==> config.mk <==
export PLATFORM = sky130hd
export DESIGN_NAME = link_width_ctrl
export DESIGN_NICKNAME = d
export VERILOG_FILES = /design/src/rtl/lwc_pkg.sv /design/src/rtl/lwc_width_mask.sv /design/src/rtl/lwc_lane_acc.sv /design/src/rtl/lwc_timer.sv /design/src/rtl/link_width_ctrl.sv
export SDC_FILE = /design/constraint.sdc
export NUM_CORES = 1
export LEC_CHECK = 0
export BUFFER_PORTS_ARGS = -buffer_cell sky130_fd_sc_hd__buf_2
export CORE_AREA = 5 5 87 89
export DETAILED_ROUTE_END_ITERATION = 10
export DIE_AREA = 0 0 92 94
export GPL_ROUTABILITY_DRIVEN = 1
export PLACE_DENSITY_LB_ADDON = 0.1
export SLEW_MARGIN = 20
export SYNTH_ARGS = -nofsm -noshare
export SYNTH_HDL_FRONTEND = slang
export SYNTH_SLANG_ARGS = --single-unit
==> constraint.sdc <==
create_clock -name clk_i -period 5.5 [get_ports clk_i]
set_clock_uncertainty 0.2 [all_clocks]
set_input_delay 0.275 -clock clk_i [delete_from_list [all_inputs] [get_ports clk_i]]
set_output_delay 0.275 -clock clk_i [all_outputs]
set_load 0.03 [all_outputs]
==> src/rtl/lwc_pkg.sv <==
package lwc_pkg;
  typedef enum logic [2:0] {
    ST_IDLE,
    ST_REQ_SENT,
    ST_WAIT_EIOS,
    ST_UPSIZE,
    ST_BLOCKED,
    ST_RETRAIN
  } lwc_state_e;
endpackage

==> src/rtl/lwc_width_mask.sv <==
module lwc_width_mask #(
  parameter int LANES = 8,
  localparam int WW = $clog2(LANES + 1)
) (
  input  logic [WW-1:0]    width_i,
  output logic [LANES-1:0] mask_o
);
  for (genvar g = 0; g < LANES; g++) begin : g_lane
    assign mask_o[g] = (32'(width_i) > 32'(g));
  end
endmodule

==> src/rtl/lwc_lane_acc.sv <==
module lwc_lane_acc #(
  parameter int LANES = 8
) (
  input  logic             clk_i,
  input  logic             rst_ni,
  input  logic             en_i,
  input  logic [LANES-1:0] set_i,
  output logic [LANES-1:0] acc_o,
  output logic [LANES-1:0] seen_o
);
  for (genvar g = 0; g < LANES; g++) begin : g_lane
    logic hit_q;
    always_ff @(posedge clk_i or negedge rst_ni) begin
      if (!rst_ni)     hit_q <= 1'b0;
      else if (!en_i)  hit_q <= 1'b0;
      else if (set_i[g]) hit_q <= 1'b1;
    end
    assign acc_o[g]  = hit_q;
    assign seen_o[g] = hit_q | (en_i & set_i[g]);
  end
endmodule

==> src/rtl/lwc_timer.sv <==
module lwc_timer #(
  parameter int CNT_MAX = 32,
  localparam int CW = $clog2(CNT_MAX + 1)
) (
  input  logic clk_i,
  input  logic rst_ni,
  input  logic load_i,
  output logic done_o
);
  logic [CW-1:0] cnt_q;
  always_ff @(posedge clk_i or negedge rst_ni) begin
    if (!rst_ni)          cnt_q <= '0;
    else if (load_i)      cnt_q <= CW'(CNT_MAX);
    else if (cnt_q != '0) cnt_q <= cnt_q - 1'b1;
  end
  assign done_o = (cnt_q == '0);
endmodule

==> src/rtl/link_width_ctrl.sv <==
module link_width_ctrl
  import lwc_pkg::*;
#(
  parameter int LANES      = 8,
  parameter int TMO_CYC    = 32,
  parameter int SKEW_CYC   = 4,
  parameter bit LOCAL_WINS = 1'b1,
  localparam int WW = $clog2(LANES + 1)
) (
  input  logic             clk_i,
  input  logic             rst_ni,
  input  logic             loc_req_i,
  input  logic [WW-1:0]    loc_width_i,
  input  logic             rx_req_i,
  input  logic [WW-1:0]    rx_req_width_i,
  input  logic             rx_ack_i,
  input  logic [LANES-1:0] lane_eios_i,
  input  logic [LANES-1:0] lane_ts_done_i,
  input  logic [LANES-1:0] lane_ts_fail_i,
  input  logic [LANES-1:0] lane_deskew_i,
  input  logic [LANES-1:0] lane_sds_i,
  input  logic             l1_enter_i,
  input  logic             recovery_enter_i,
  input  logic             retrain_done_i,
  output logic             tx_req_o,
  output logic [WW-1:0]    tx_req_width_o,
  output logic             tx_ack_o,
  output logic             req_reject_o,
  output logic             l1_ack_o,
  output logic             retrain_o,
  output logic [LANES-1:0] tx_mask_o,
  output logic [LANES-1:0] rx_mask_o
);
  localparam logic [WW-1:0] FULL_W = WW'(LANES);

  lwc_state_e    st_q, st_d;
  logic [WW-1:0] tx_w_q, tx_w_d, rx_w_q, rx_w_d, tgt_q, tgt_d, req_w_q, req_w_d;
  logic          down_q, down_d;
  logic          tx_req_q, tx_req_d, tx_ack_q, tx_ack_d, rej_q, rej_d, l1a_q, l1a_d;

  logic [LANES-1:0] rx_m, tgt_m, removed, added;
  logic [LANES-1:0] eios_acc, eios_seen, ts_acc, ts_seen, dsk_acc, dsk_seen;
  logic eios_en, up_en, eios_any, eios_all, eios_started, up_ready;
  logic skew_done, chg_done, loc_ok, rmt_ok;

  lwc_width_mask #(.LANES(LANES)) i_tx_mask  (.width_i(tx_w_q), .mask_o(tx_mask_o));
  lwc_width_mask #(.LANES(LANES)) i_rx_mask  (.width_i(rx_w_q), .mask_o(rx_m));
  lwc_width_mask #(.LANES(LANES)) i_tgt_mask (.width_i(tgt_q),  .mask_o(tgt_m));

  assign removed = rx_m & ~tgt_m;
  assign added   = tgt_m & ~rx_m;

  assign eios_en = ((st_q == ST_REQ_SENT) && down_q) || (st_q == ST_WAIT_EIOS);
  assign up_en   = (st_q == ST_UPSIZE);

  lwc_lane_acc #(.LANES(LANES)) i_eios_acc (
    .clk_i, .rst_ni, .en_i(eios_en), .set_i(lane_eios_i), .acc_o(eios_acc), .seen_o(eios_seen));
  lwc_lane_acc #(.LANES(LANES)) i_ts_acc (
    .clk_i, .rst_ni, .en_i(up_en), .set_i(lane_ts_done_i), .acc_o(ts_acc), .seen_o(ts_seen));
  lwc_lane_acc #(.LANES(LANES)) i_dsk_acc (
    .clk_i, .rst_ni, .en_i(up_en), .set_i(lane_deskew_i), .acc_o(dsk_acc), .seen_o(dsk_seen));

  assign eios_any     = |(eios_seen & removed);
  assign eios_all     = ((eios_seen & removed) == removed);
  assign eios_started = |(eios_acc & removed);
  assign up_ready     = ((ts_seen & added) == added) && ((dsk_seen & added) == added);

  // skew window held loaded until the first removed lane reports idle
  lwc_timer #(.CNT_MAX(SKEW_CYC)) i_skew_tmr (
    .clk_i, .rst_ni, .load_i(!eios_started), .done_o(skew_done));
  // reloaded on every state change: ack wait, change window, block window
  lwc_timer #(.CNT_MAX(TMO_CYC)) i_chg_tmr (
    .clk_i, .rst_ni, .load_i(st_d != st_q), .done_o(chg_done));

  function automatic logic width_ok(input logic [WW-1:0] w, input logic [WW-1:0] cur);
    return (w != '0) && (w <= FULL_W) && (w != cur);
  endfunction

  assign loc_ok = width_ok(loc_width_i, rx_w_q);
  assign rmt_ok = rx_req_i && width_ok(rx_req_width_i, rx_w_q);

  always_comb begin
    st_d     = st_q;
    tx_w_d   = tx_w_q;
    rx_w_d   = rx_w_q;
    tgt_d    = tgt_q;
    down_d   = down_q;
    req_w_d  = req_w_q;
    tx_req_d = 1'b0;
    tx_ack_d = 1'b0;
    rej_d    = 1'b0;
    l1a_d    = 1'b0;
    unique case (st_q)
      ST_IDLE: begin
        if (l1_enter_i) begin
          l1a_d = 1'b1;
          rej_d = loc_req_i;
        end else if (rmt_ok && !(LOCAL_WINS && loc_req_i && loc_ok)) begin
          rej_d    = loc_req_i;
          tx_ack_d = 1'b1;
          tgt_d    = rx_req_width_i;
          down_d   = (rx_req_width_i < rx_w_q);
          if (rx_req_width_i < rx_w_q) begin
            tx_w_d = rx_req_width_i;
            st_d   = ST_WAIT_EIOS;
          end else begin
            st_d = ST_UPSIZE;
          end
        end else if (loc_req_i) begin
          if (loc_ok) begin
            tx_req_d = 1'b1;
            req_w_d  = loc_width_i;
            tgt_d    = loc_width_i;
            down_d   = (loc_width_i < rx_w_q);
            st_d     = ST_REQ_SENT;
          end else begin
            rej_d = 1'b1;
          end
        end
      end
      ST_REQ_SENT: begin
        rej_d = loc_req_i;
        if (l1_enter_i) begin
          l1a_d = 1'b1;
          st_d  = ST_IDLE;
        end else if (recovery_enter_i) begin
          tx_w_d = FULL_W;
          st_d   = ST_RETRAIN;
        end else if (rmt_ok && !LOCAL_WINS) begin
          tx_ack_d = 1'b1;
          tgt_d    = rx_req_width_i;
          down_d   = (rx_req_width_i < rx_w_q);
          if (rx_req_width_i < rx_w_q) begin
            tx_w_d = rx_req_width_i;
            st_d   = ST_WAIT_EIOS;
          end else begin
            st_d = ST_UPSIZE;
          end
        end else if (rx_ack_i || (down_q && eios_any)) begin
          if (down_q) begin
            tx_w_d = tgt_q;
            st_d   = ST_WAIT_EIOS;
          end else begin
            st_d = ST_UPSIZE;
          end
        end else if (chg_done) begin
          st_d = ST_IDLE;
        end
      end
      ST_WAIT_EIOS: begin
        rej_d = loc_req_i;
        if (l1_enter_i) begin
          l1a_d  = 1'b1;
          tx_w_d = rx_w_q;
          st_d   = ST_IDLE;
        end else if (recovery_enter_i) begin
          tx_w_d = FULL_W;
          st_d   = ST_RETRAIN;
        end else if (eios_all) begin
          rx_w_d = tgt_q;
          st_d   = ST_IDLE;
        end else if (eios_started && skew_done) begin
          st_d = ST_RETRAIN;
        end else if (chg_done) begin
          tx_w_d = rx_w_q;
          st_d   = ST_BLOCKED;
        end
      end
      ST_UPSIZE: begin
        rej_d = loc_req_i;
        if (l1_enter_i) begin
          l1a_d = 1'b1;
          st_d  = ST_IDLE;
        end else if (recovery_enter_i) begin
          tx_w_d = FULL_W;
          st_d   = ST_RETRAIN;
        end else if (|(lane_ts_fail_i & added)) begin
          st_d = ST_RETRAIN;
        end else if (|(lane_sds_i & added)) begin
          if (up_ready) begin
            tx_w_d = tgt_q;
            rx_w_d = tgt_q;
            st_d   = ST_IDLE;
          end else begin
            st_d = ST_RETRAIN;
          end
        end else if (chg_done) begin
          st_d = ST_BLOCKED;
        end
      end
      ST_BLOCKED: begin
        rej_d = loc_req_i;
        if (l1_enter_i) l1a_d = 1'b1;
        else if (chg_done) st_d = ST_IDLE;
      end
      ST_RETRAIN: begin
        rej_d = loc_req_i;
        if (retrain_done_i) begin
          tx_w_d = FULL_W;
          rx_w_d = FULL_W;
          st_d   = ST_IDLE;
        end
      end
      default: st_d = ST_IDLE;
    endcase
  end

  always_ff @(posedge clk_i or negedge rst_ni) begin
    if (!rst_ni) begin
      st_q     <= ST_IDLE;
      tx_w_q   <= FULL_W;
      rx_w_q   <= FULL_W;
      tgt_q    <= FULL_W;
      req_w_q  <= '0;
      down_q   <= 1'b0;
      tx_req_q <= 1'b0;
      tx_ack_q <= 1'b0;
      rej_q    <= 1'b0;
      l1a_q    <= 1'b0;
    end else begin
      st_q     <= st_d;
      tx_w_q   <= tx_w_d;
      rx_w_q   <= rx_w_d;
      tgt_q    <= tgt_d;
      req_w_q  <= req_w_d;
      down_q   <= down_d;
      tx_req_q <= tx_req_d;
      tx_ack_q <= tx_ack_d;
      rej_q    <= rej_d;
      l1a_q    <= l1a_d;
    end
  end

  assign tx_req_o       = tx_req_q;
  assign tx_req_width_o = req_w_q;
  assign tx_ack_o       = tx_ack_q;
  assign req_reject_o   = rej_q;
  assign l1_ack_o       = l1a_q;
  assign retrain_o      = (st_q == ST_RETRAIN);
  assign rx_mask_o      = rx_m;

  a_r2_req_width_legal: assert property (@(posedge clk_i) disable iff (!rst_ni)
    tx_req_o |-> (tx_req_width_o != '0 && tx_req_width_o <= FULL_W));

  a_r4_single_reply: assert property (@(posedge clk_i) disable iff (!rst_ni)
    !(tx_req_o && tx_ack_o));

  a_r5_rx_holds: assert property (@(posedge clk_i) disable iff (!rst_ni)
    (st_q == ST_WAIT_EIOS && !eios_all) |=> $stable(rx_mask_o));

  a_r10_blocked_rejects: assert property (@(posedge clk_i) disable iff (!rst_ni)
    (st_q == ST_BLOCKED && loc_req_i) |=> (req_reject_o && !tx_req_o));

  a_r11_l1_first: assert property (@(posedge clk_i) disable iff (!rst_ni)
    (l1_enter_i && st_q != ST_RETRAIN) |=> (l1_ack_o && !tx_req_o && !tx_ack_o));

  a_r12_tx_full_on_recovery: assert property (@(posedge clk_i) disable iff (!rst_ni)
    (recovery_enter_i && !l1_enter_i &&
     (st_q == ST_REQ_SENT || st_q == ST_WAIT_EIOS || st_q == ST_UPSIZE))
    |=> (retrain_o && tx_mask_o == {LANES{1'b1}}));
endmodule

==> flow_metrics.tcl, run 1 <==
set metrics [dict create \
    overflow 0 \
    max_cap_viol_count 0 \
    intPower_mw 1.34 \
    synth_area_leaders "dfrtp_1 (35%), nor2_1 (8.1%), ha_1 (3.9%)" \
    hpwl_um 8420 \
    final_common_cell "nor2_1" \
    reg2reg_setup_slack_ns 1.51 \
    pwr-share-clk_pct 21.2 \
    gp_congestion 0.895 \
    cpMostUsedCell "a211o_1" \
    clk_pin_slew_worst_paths_ns 0.06 \
    layout_common_cells "nor2_1 (83), buf_2 (80), dfrtp_1 (54)" \
    cts.htree.levels 3 \
    reg2reg_depth 8 \
    grt_pass1_wl_um 18500 \
    finalSetupTns_ns 0 \
    synth_nets 518 \
    synth.top_cell.area_share_pct 35.1 \
    clockBufferDepth 2 \
    rows 30 \
    p_leak_nw 2.23 \
    vias 3854 \
    worst_pin_slew_ns 0.785 \
    nets 614 \
    place_ws_ns 1.59 \
    start_util_pct 57.6 \
    clk_latency_ns 0.34 \
    p_sw_mw 1.06 \
    syn_avg_cell_area_um2 8.55 \
    numPortBuffers 80 \
    cpPeakStageDelay_ns 0.85 \
    cts.sinks 57 \
    cp_slowest_cell "dfrtp_1" \
    dr.pass1.iters 6 \
    synth-main-ff-cell "dfrtp_1" \
    hold_start "lane_eios_i[7]" \
    finalInstanceArea_um2 4750 \
    syn-cell-area_um2 3850 \
    fmax_mhz 251 \
    power.share.sequential_pct 31.4 \
    post_cts_buffers 0 \
    min_period_over_period_pct 72.5 \
    clock-root-buffer "clkbuf_8" \
    drc 0 \
    ir_worst_vdd_uv 360 \
    setup_violations 0 \
    power.density_nw_per_um2 504 \
    grt_pass1_vias 3788 \
    diodes 0 \
    die_x_um 92 \
    end_kind "flip-flop" \
    arrival_ns 3.99 \
    regArea_um2 1430 \
    holdPathStages 3 \
    switching_share_pct 44.2 \
    die_height_um 94 \
    hold_class "primary input to flip-flop" \
    syn_inst 450 \
    run_status "completed" \
    yosysWarnings 0 \
    dieArea_um2 8650 \
    area_growth_syn_to_layout_pct 23.5 \
    finalPower_mw 2.39 \
    wl_per_cell_um 18.1 \
    combPwrFrac_pct 47.5 \
    cts_tree "yes" \
    relSlewSlack_pct 47.6 \
    r2r_end "i_chg_tmr.cnt_q[5]$_DFFE_PN0P_" \
    post_route_cells_drive_above_1_share_pct 22.5 \
    via_per_inst 6.11 \
    synth_seq_cells 57 \
    async_flop_share_pct 100 \
    timing.rr.start "st_q[0]$_DFF_PN0_" \
    path_class "flip-flop to flip-flop" \
    multi_input_area_um2 2200 \
    fin_crit_ns 3.99 \
    slew_viol_final 0 \
    antenna_found_initial 0 \
    cts_buffers 9 \
    crit_chain "nand3b_1 > a211o_1 > a222oi_1 > nand4_1 > o41ai_1 > o22ai_1 > a211o_1 > or4_1" \
    cp.required_ns 5.50 \
    core_area_um2 6680 \
    crit_fanout 28 \
    cp-start-kind "flip-flop" \
    fill_cells 559 \
    finalWirelength_um 11400 \
    boundaryPins 81 \
    layout_setup_ws_ns 1.51 \
    min_to "i_eios_acc.g_lane[7].hit_q$_DFFE_PN0P_" \
    final-hold-violation-count 0 \
    track_usage_pct 27.1 \
    rsz0062_at_grt "no" \
    grt_max_degree 58 \
    dpl_cell_area_um2 4260 \
    drt_iter0_drc 282 \
    ys_types 74 \
    synth_edf_count 0 \
    yosysSeqAreaShare_pct 37.2 \
    postRouteAntennaNets 0 \
    yosys.area.top_type "dfrtp_1" \
]
[per-layer routing]
| metal | global-route usage (%) | part of all wire [%] | wire, µm |
|---|---|---|---|
| met3 | 3.85 | 6.5 | 743 |
| met2 | 45.0 | 50 | 5650 |
| met4 | 12.9 | 3.0 | 342 |
| met1 | 34.9 | 41 | 4660 |
| met5 | 0 | 0 | 0 |
[power groups by stage]
stage	logic [mW]	clock network (mW)	registers, mW
floorplan	0.897	0	0.672
global placement	1.08	0	0.745
global route	1.25	0.536	0.780
CTS	1.13	0.513	0.748
finish	1.14	0.507	0.751
detailed placement	1.11	0	0.755
[final cells by class]
cell class / instances / area share, %
well taps: 80 / 2.11
flip-flops and latches: 57 / 30.1
clock inverters: 4 / 2.05
inverters: 27 / 2.13
multi-input cells: 345 / 46.4
clock buffers: 12 / 3.48
repair buffers: 106 / 13.7
[worst max-delay path by stage]
stage,end,from
floorplan,i_chg_tmr.cnt_q[5]$_DFFE_PN0P_,rx_w_q[3]$_DFFE_PN1P_
global placement,i_chg_tmr.cnt_q[5]$_DFFE_PN0P_,st_q[0]$_DFF_PN0_
detailed placement,i_chg_tmr.cnt_q[5]$_DFFE_PN0P_,st_q[0]$_DFF_PN0_
CTS,i_chg_tmr.cnt_q[5]$_DFFE_PN0P_,st_q[0]$_DFF_PN0_
global route,i_chg_tmr.cnt_q[5]$_DFFE_PN0P_,st_q[0]$_DFF_PN0_
finish,i_chg_tmr.cnt_q[5]$_DFFE_PN0P_,st_q[0]$_DFF_PN0_
[critical path, delay by kind of cell (launching register included)]
kind / cells / cell delay [ns]
AOI/OAI and AO/OA: 5 / 1.77
and+or+nand+nor: 3 / 1.03
DFF: 1 / 0.85
[per-stage QoR]
| step | hold slack, ns | cells | utilization [%] |
|---|---|---|---|
| after detailed placement | 0.263 | 592 | 63.7 |
| after CTS | 0.00147 | 631 | 71.1 |
| after floorplan | -0.221 | 450 | - |
| after global placement | 0.249 | 592 | 63.7 |
| after global routing | 0.0274 | 631 | 71.1 |
| final | 0.0135 | 631 | 71.1 |
[kinds of logic (layout without fill, tap and decap cells)]
| group | Yosys count | after routing | synth area share, % |
|---|---|---|---|
| buffers and inverters | 48 | 149 | 5.56 |
| XOR/XNOR | 5 | 5 | 1.14 |
| AO/OA/AOI/OAI | 121 | 121 | 21.8 |
| AND/OR/NAND/NOR | 194 | 194 | 26.8 |
| flip-flops | 57 | 57 | 37.2 |
| multiplexers | 13 | 13 | 3.58 |
| adder cells (fa/ha/maj) | 12 | 12 | 3.90 |
[registers in the layout (all words and copies together), names as in the netlist, 4 cells and up]
register and count:
rx_w_q 4, i_ts_acc.g_lane.hit_q 8, tgt_q 4, tx_req_width_o 4, i_dsk_acc.g_lane.hit_q 8, i_chg_tmr.cnt_q 6, tx_w_q 4, i_eios_acc.g_lane.hit_q 8
[synthesized netlist by cell type (all sizes together) (6+ instances only)]
cell    instances
nor3b           6
ha             12
o22ai          10
clkbuf         13
nor2           83
mux2            6
dfrtp          54
inv            27
nor3           15
a211o           7
nand2          24
or4             6
nor4           10
a21oi          28
nand2b          6
mux2i           7
buf             8
and2            7
o21ai          18
and4b           6
[what timing repair did]
action                                  in CTS  in global routing
endpoints found under the setup margin       0                  0
endpoints found under the hold margin       76                  0
resized for setup                            0                  0
hold buffers                                23                  0
No activity file was read; power rests on OpenSTA's default activity.
==> run 2, diff against run 1 <==
--- a/config.mk
+++ b/config.mk
@@ -5,10 +5,11 @@
 export SDC_FILE = /design/constraint.sdc
 export NUM_CORES = 1
 export LEC_CHECK = 0
+export ABC_AREA = 1
 export BUFFER_PORTS_ARGS = -buffer_cell sky130_fd_sc_hd__buf_2
-export CORE_AREA = 5 5 87 89
+export CORE_AREA = 5 5 94 96
 export DETAILED_ROUTE_END_ITERATION = 10
-export DIE_AREA = 0 0 92 94
+export DIE_AREA = 0 0 99 101
 export GPL_ROUTABILITY_DRIVEN = 1
 export PLACE_DENSITY_LB_ADDON = 0.1
 export SLEW_MARGIN = 20
==> constraint.sdc (replaced) <==
create_clock -name clk_i -period 4.1 [get_ports clk_i]
set_clock_uncertainty 0.2 [all_clocks]
set_input_delay 0.205 -clock clk_i [delete_from_list [all_inputs] [get_ports clk_i]]
set_output_delay 0.205 -clock clk_i [all_outputs]
set_load 0.03 [all_outputs]
==> run 2 against run 1 <==
Power rose by 46%. Routed wire length rose by 2.3%. Maximum frequency rose by 31%. Die area rose by 16%. Sequential power rose by 20%. Non-clock buffer count rose by 9. Combinational power rose by 82%. Final area rose by 10%. Critical path depth rose by 5. Flip-flop and latch count did not move. Largest power group unchanged. Highest routed layer unchanged.
==> flow_metrics.tcl, run 2 <==
set metrics [dict create \
    grt_max_degree 39 \
    combPwrFrac_pct 59.5 \
    finalPower_mw 3.50 \
    yosysWarnings 0 \
    nets 809 \
    syn_inst 627 \
    numPortBuffers 80 \
    switching_share_pct 52.0 \
    rows 33 \
    die_height_um 101 \
    fill_cells 701 \
    core_area_um2 7970 \
    cts.sinks 57 \
    clock-root-buffer "clkbuf_8" \
    hold_class "primary input to flip-flop" \
    run_status "completed" \
    finalSetupTns_ns 0 \
    ir_worst_vdd_uv 280 \
    synth.top_cell.area_share_pct 31.8 \
    synth_area_leaders "dfrtp_1 (32%), nand2_1 (15%), inv_1 (8.6%)" \
    reg2reg_depth 13 \
    rsz0062_at_grt "no" \
    cp.required_ns 4.11 \
    intPower_mw 1.68 \
    area_growth_syn_to_layout_pct 23.2 \
    path_class "flip-flop to flip-flop" \
    reg_top3 "i_dsk_acc.g_lane.hit_q x8, i_eios_acc.g_lane.hit_q x8, i_ts_acc.g_lane.hit_q x8" \
    cp-start-kind "flip-flop" \
    arrival_ns 3.06 \
    drt_iter0_drc 215 \
    cts.htree.levels 3 \
    finalWirelength_um 11700 \
    regArea_um2 1430 \
    start_util_pct 53.4 \
    syn_avg_cell_area_um2 6.78 \
    min_period_over_period_pct 74.4 \
    dr.pass1.iters 5 \
    async_flop_share_pct 100 \
    synth_seq_cells 57 \
    use_met3_pct 4.98 \
    slew_viol_final 0 \
    drc 0 \
    gp_congestion 0.898 \
    vias 4345 \
    layout_common_cells "nand2_1 (166), inv_1 (97), buf_2 (80)" \
    max_cap_viol_count 0 \
    track_usage_pct 24.8 \
    setup_violations 0 \
    clk_pin_slew_worst_paths_ns 0.07 \
    synth_edf_count 0 \
    relSlewSlack_pct 41.3 \
    hpwl_um 8950 \
    cp_slowest_cell "dfstp_2" \
    yosys.area.top_type "dfrtp_1" \
    grt_pass1_wl_um 19900 \
    antenna_found_initial 0 \
    crit_fanout 11 \
    met1_usage_pct 31.7 \
    holdPathStages 4 \
    final_util_pct 65.8 \
    fmax_mhz 328 \
    cts_buffers 9 \
    power.density_nw_per_um2 667 \
    synth_nets 695 \
    grt-busiest-layer "met2" \
    cpPeakStageDelay_ns 0.63 \
    synth_common_cells "nand2_1 (166), inv_1 (97), nor2_1 (65)" \
    cts_tree "yes" \
    diodes 0 \
    final-hold-violation-count 0 \
    crit_chain "inv_2 > ha_1 > nand4_1 > and3_1 > nand2_1 > nand2_1 > inv_1 > nand3_1 > inv_1 > o22ai_1 > clkinv_1 > o211ai_1 > o21ai_0" \
    final_common_cell "nand2_1" \
    ys_types 42 \
    die_x_um 99 \
    yosysSeqAreaShare_pct 33.6 \
    worst_pin_slew_ns 0.880 \
    dieArea_um2 10000 \
    syn-cell-area_um2 4250 \
    multi_input_area_um2 2350 \
    clockBufferDepth 2 \
    post_cts_buffers 0 \
    grt_pass1_vias 4254 \
    overflow 0 \
    wl_per_cell_um 13.7 \
    postRouteAntennaNets 0 \
    fin_crit_ns 3.05 \
    p_sw_mw 1.82 \
    power.share.sequential_pct 25.7 \
    p_leak_nw 2.88 \
    grtUsageMet2_pct 42.5 \
    pwr-share-clk_pct 14.8 \
    synth_most_common_cell "nand2_1" \
    boundaryPins 81 \
    post_route_cells_drive_above_1_share_pct 22.3 \
    whs_ns 0.117 \
    synth-main-ff-cell "dfrtp_1" \
    clk_latency_ns 0.35 \
    via_per_inst 5.12 \
    end_kind "flip-flop" \
]
==> run 2: critical path: cells and delay by family (launching register included) <==
kind	cells	cell delay, ns
flops	1	0.63
compound gates	3	0.46
simple gates	5	0.64
buf+inv	4	0.65
fa+ha+maj	1	0.33
==> run 2: layer usage <==
metal | up-vias | wire [µm]
li1 | 2211 | -
met3 | 20 | 634
met4 | 0 | 178
met5 | - | 0
met2 | 128 | 5570
met1 | 1986 | 5280
==> run 2: path summary, 6_finish.rpt <==
| path | slack, ns | to | start |
|---|---|---|---|
| max | 1.05 | tgt_q[0]$_DFFE_PN0P_ | rx_w_q[3]$_DFFE_PN1P_ |
| min | 0.12 | st_q[2]$_DFF_PN0_ | retrain_done_i |
| max reg2reg | 1.05 | tgt_q[0]$_DFFE_PN0P_ | rx_w_q[3]$_DFFE_PN1P_ |
| min reg2reg | 0.28 | tx_req_width_o[3]$_DFFE_PN0P_ | tx_req_width_o[3]$_DFFE_PN0P_ |
| max in group asynchronous | 2.51 | tgt_q[3]$_DFFE_PN1P_ | rst_ni |
| min in group asynchronous | 0.31 | tx_req_width_o[1]$_DFFE_PN0P_ | rst_ni |
==> run 2: final cells by class <==
| type | count | share of cell area [%] |
|---|---|---|
| inverter | 107 | 7.66 |
| timing repair buffer | 115 | 14.3 |
| clock inverter | 4 | 0.859 |
| multi-input combinational | 451 | 44.8 |
| clock buffer | 10 | 2.63 |
| tap | 105 | 2.51 |
| sequential | 57 | 27.3 |
==> run 2: logic make-up after synthesis <==
group,Yosys count,synth area share [%]
fa+ha+maj,12,3.53
buf+inv,119,11.2
compound gates,87,11.8
xor+xnor,5,1.03
simple gates,347,38.8
flops,57,33.6
==> run 2: power by group through the flow <==
stage	registers, mW	logic (mW)	clock network (mW)
5_1_grt	0.918	2.32	0.559
3_5_place_dp	0.901	2.05	0
4_1_cts	0.892	2.08	0.528
6_report	0.898	2.08	0.519
2_1_floorplan	0.884	1.58	0
3_3_place_gp	0.896	2.01	0
==> run 2: timing repair <==
action,4_1_cts,5_1_grt
endpoints found under the hold margin,69,0
resized for setup,0,0
hold buffers,34,0
==> run 2: per-stage QoR <==
stage,setup WS (ns),area (µm²),cells
final,1.05,5240,849
after global routing,0.777,5240,849
after CTS,1.07,5240,849
after detailed placement,1.09,4720,801
after global placement,1.15,4720,801
after floorplan,1.65,4250,627
==> run 3, diff against run 2 <==
--- a/config.mk
+++ b/config.mk
@@ -7,9 +7,9 @@
 export LEC_CHECK = 0
 export ABC_AREA = 1
 export BUFFER_PORTS_ARGS = -buffer_cell sky130_fd_sc_hd__buf_2
-export CORE_AREA = 5 5 94 96
+export CORE_AREA = 5 5 98 100
 export DETAILED_ROUTE_END_ITERATION = 10
-export DIE_AREA = 0 0 99 101
+export DIE_AREA = 0 0 103 105
 export GPL_ROUTABILITY_DRIVEN = 1
 export PLACE_DENSITY_LB_ADDON = 0.1
 export SLEW_MARGIN = 20
==> constraint.sdc (replaced) <==
create_clock -name clk_i -period 2.6 [get_ports clk_i]
set_clock_uncertainty 0.2 [all_clocks]
set_input_delay 0.13 -clock clk_i [delete_from_list [all_inputs] [get_ports clk_i]]
set_output_delay 0.13 -clock clk_i [all_outputs]
set_load 0.03 [all_outputs]
==> run 3 against run 2 <==
First-iteration DRC count grew 40%. Global-route usage fell by 2.0 points. Power is 73% higher. Sequential share of layout area fell by 2.0 points. Highest routed layer unchanged. Clock power up 75%. Via count increased by 3.0%. Critical path depth increased by 1. Count of clock-buffer cells in the layout increased by 3. Combinational power rose by 81%. Utilization rose by 0.32 points. Register-to-register slack got worse by 0.95 ns. Worst setup slack got worse by 0.95 ns.
==> flow_metrics.tcl, run 3 (synthesis results as in run 2) <==
set metrics [dict create \
    worst_pin_slew_ns 0.499 \
    antenna_found_initial 0 \
    grt_pass1_wl_um 19800 \
    reg2reg_setup_slack_ns 0.10 \
    holdPathStages 4 \
    final_util_pct 66.1 \
    layout_setup_ws_ns 0.104 \
    path_class "flip-flop to flip-flop" \
    fin_crit_ns 2.50 \
    cp-start-kind "flip-flop" \
    fill_cells 776 \
    cpMostUsedCell "nand2_2" \
    crit_chain "inv_6 > ha_4 > nand4_1 > and3_4 > nand2_2 > nand3_2 > nand2_2 > o21bai_1 > inv_1 > nand3_1 > o21bai_2 > nand2_2 > nand2_4 > nor2_2" \
    rows 34 \
    die_height_um 105 \
    max_cap_viol_count 0 \
    cp_slowest_cell "dfstp_2" \
    clockBufferDepth 2 \
    dpl_cell_area_um2 4870 \
    clk_pin_slew_worst_paths_ns 0.06 \
    drc 0 \
    slew_viol_final 0 \
    min_period_over_period_pct 96.0 \
    dieArea_um2 10800 \
    post_route_cells_drive_above_1_share_pct 30.1 \
    boundaryPins 81 \
    min_to "st_q[0]$_DFF_PN0_" \
    crit_buf_inv 2 \
    clk_latency_ns 0.34 \
    r2r_end "i_chg_tmr.cnt_q[1]$_DFFE_PN0P_" \
    cts.htree.levels 3 \
    hold_start "l1_enter_i" \
    timing.rr.start "rx_w_q[3]$_DFFE_PN1P_" \
    drt_iter0_drc 302 \
    numPortBuffers 80 \
    nets 834 \
    crit_fanout 9 \
    wl_per_cell_um 14.0 \
    crit_family "simple AND/OR/NAND/NOR gates" \
    relSlewSlack_pct 66.8 \
    run_status "completed" \
    end_kind "flip-flop" \
    area_growth_syn_to_layout_pct 33.5 \
    hpwl_um 9300 \
    cts_buffers 9 \
    diodes 0 \
    gp_congestion 0.899 \
    dr.pass1.iters 5 \
    layout_common_cells "nand2_1 (150), inv_1 (97), buf_2 (80)" \
    start_util_pct 49.5 \
    overflow 0 \
    arrival_ns 2.52 \
    clock-root-buffer "clkbuf_8" \
    reg_top3 "i_dsk_acc.g_lane.hit_q x8, i_eios_acc.g_lane.hit_q x8, i_ts_acc.g_lane.hit_q x8" \
    ir_worst_vdd_uv 432 \
    startpoint "rx_w_q[3]$_DFFE_PN1P_" \
    die_x_um 103 \
    postRouteAntennaNets 0 \
    finalWirelength_um 12300 \
    finalInstanceArea_um2 5680 \
    final_common_cell "nand2_1" \
    cpPeakStageDelay_ns 0.60 \
    vias 4474 \
    setup_violations 0 \
    grt_pass1_vias 4240 \
    reg2reg_depth 14 \
    track_usage_pct 22.8 \
    hold_class "primary input to flip-flop" \
    p_leak_nw 3.06 \
    fmax_mhz 401 \
    final-hold-violation-count 0 \
    cp.required_ns 2.63 \
    power.density_nw_per_um2 1070 \
    place_ws_ns 0.0101 \
    cts_tree "yes" \
    cts.sinks 57 \
    via_per_inst 5.10 \
    grt_max_degree 22 \
    core_area_um2 8590 \
]
[run 3: cell count changes in the layout (fill, tap and decap cells not counted), moves of 3 or more]
| cell | previous run | this run |
|---|---|---|
| buf_4 | 1 | 23 |
| nand2_1 | 166 | 150 |
| nand2_2 | 20 | 34 |
| nor2_1 | 65 | 58 |
| dfrtp_1 | 54 | 48 |
| dfrtp_2 | 0 | 6 |
| nand3_1 | 41 | 35 |
| nand3_2 | 12 | 17 |
| nor2_2 | 11 | 15 |
| clkbuf_8 | 10 | 13 |
| nand2_4 | 3 | 6 |
| nor2_4 | 6 | 9 |
[run 3: tightest hold or removal path, delay by kind of cell]
family	cells	cell delay (ns)
and+or+nand+nor	3	0.24
buffers and inverters	1	0.16
[run 3: worst max-delay path by stage]
stage / end / slack [ns] / cells after the start
2_1_floorplan: tgt_q[0]$_DFFE_PN0P_ / 0.15 / 12
3_3_place_gp: tx_w_q[2]$_DFFE_PN0P_ / 0.08 / 14
4_1_cts: tx_w_q[2]$_DFFE_PN0P_ / 0.04 / 14
6_report: i_chg_tmr.cnt_q[1]$_DFFE_PN0P_ / 0.10 / 14
5_1_grt: i_chg_tmr.cnt_q[1]$_DFFE_PN0P_ / -0.05 / 14
3_5_place_dp: tgt_q[0]$_DFFE_PN0P_ / 0.01 / 13
[run 3: cell type report]
| type | instances | area [µm²] | area share [%] |
|---|---|---|---|
| Multi-Input combinational cell | 452 | 2530 | 44.5 |
| Sequential cell | 57 | 1440 | 25.3 |
| Timing Repair Buffer | 139 | 945 | 16.6 |
| Inverter | 107 | 423 | 7.44 |
| Clock buffer | 13 | 179 | 3.15 |
| Tap cell | 108 | 135 | 2.38 |
| Clock inverter | 2 | 35.0 | 0.617 |
[run 3: metal layers]
layer | GRT usage (%) | wire length, µm
met2 | 36.0 | 5810
met1 | 30.9 | 5500
met3 | 4.80 | 699
met4 | 7.68 | 299
met5 | 0 | 0
[run 3: power by group]
part | switching [mW] | internal [mW] | total (mW)
combinational | 2.45 | 1.30 | 3.76
sequential | 0.248 | 1.15 | 1.40
clock | 0.366 | 0.541 | 0.907
total | 3.07 | 2.99 | 6.06
[run 3: timing repair]
| item | CTS | global route |
|---|---|---|
| endpoints found under the setup margin | 2 | 19 |
| setup buffers | 0 | 6 |
| cloned | 0 | 1 |
| hold buffers | 34 | 0 |
| endpoints found under the hold margin | 56 | 0 |
| resized for setup | 1 | 54 |
| pin swaps | 0 | 17 |
[run 3: through the flow]
step	total power, mW	TNS, ns	hold slack (ns)	std cells
global route	6.55	-0.213	0.0439	878
global placement	4.72	0	-0.0801	822
CTS	5.74	0	0.0204	871
finish	6.06	0	0.0351	878
floorplan	3.89	0	-0.366	627
detailed placement	4.77	0	-0.0779	822
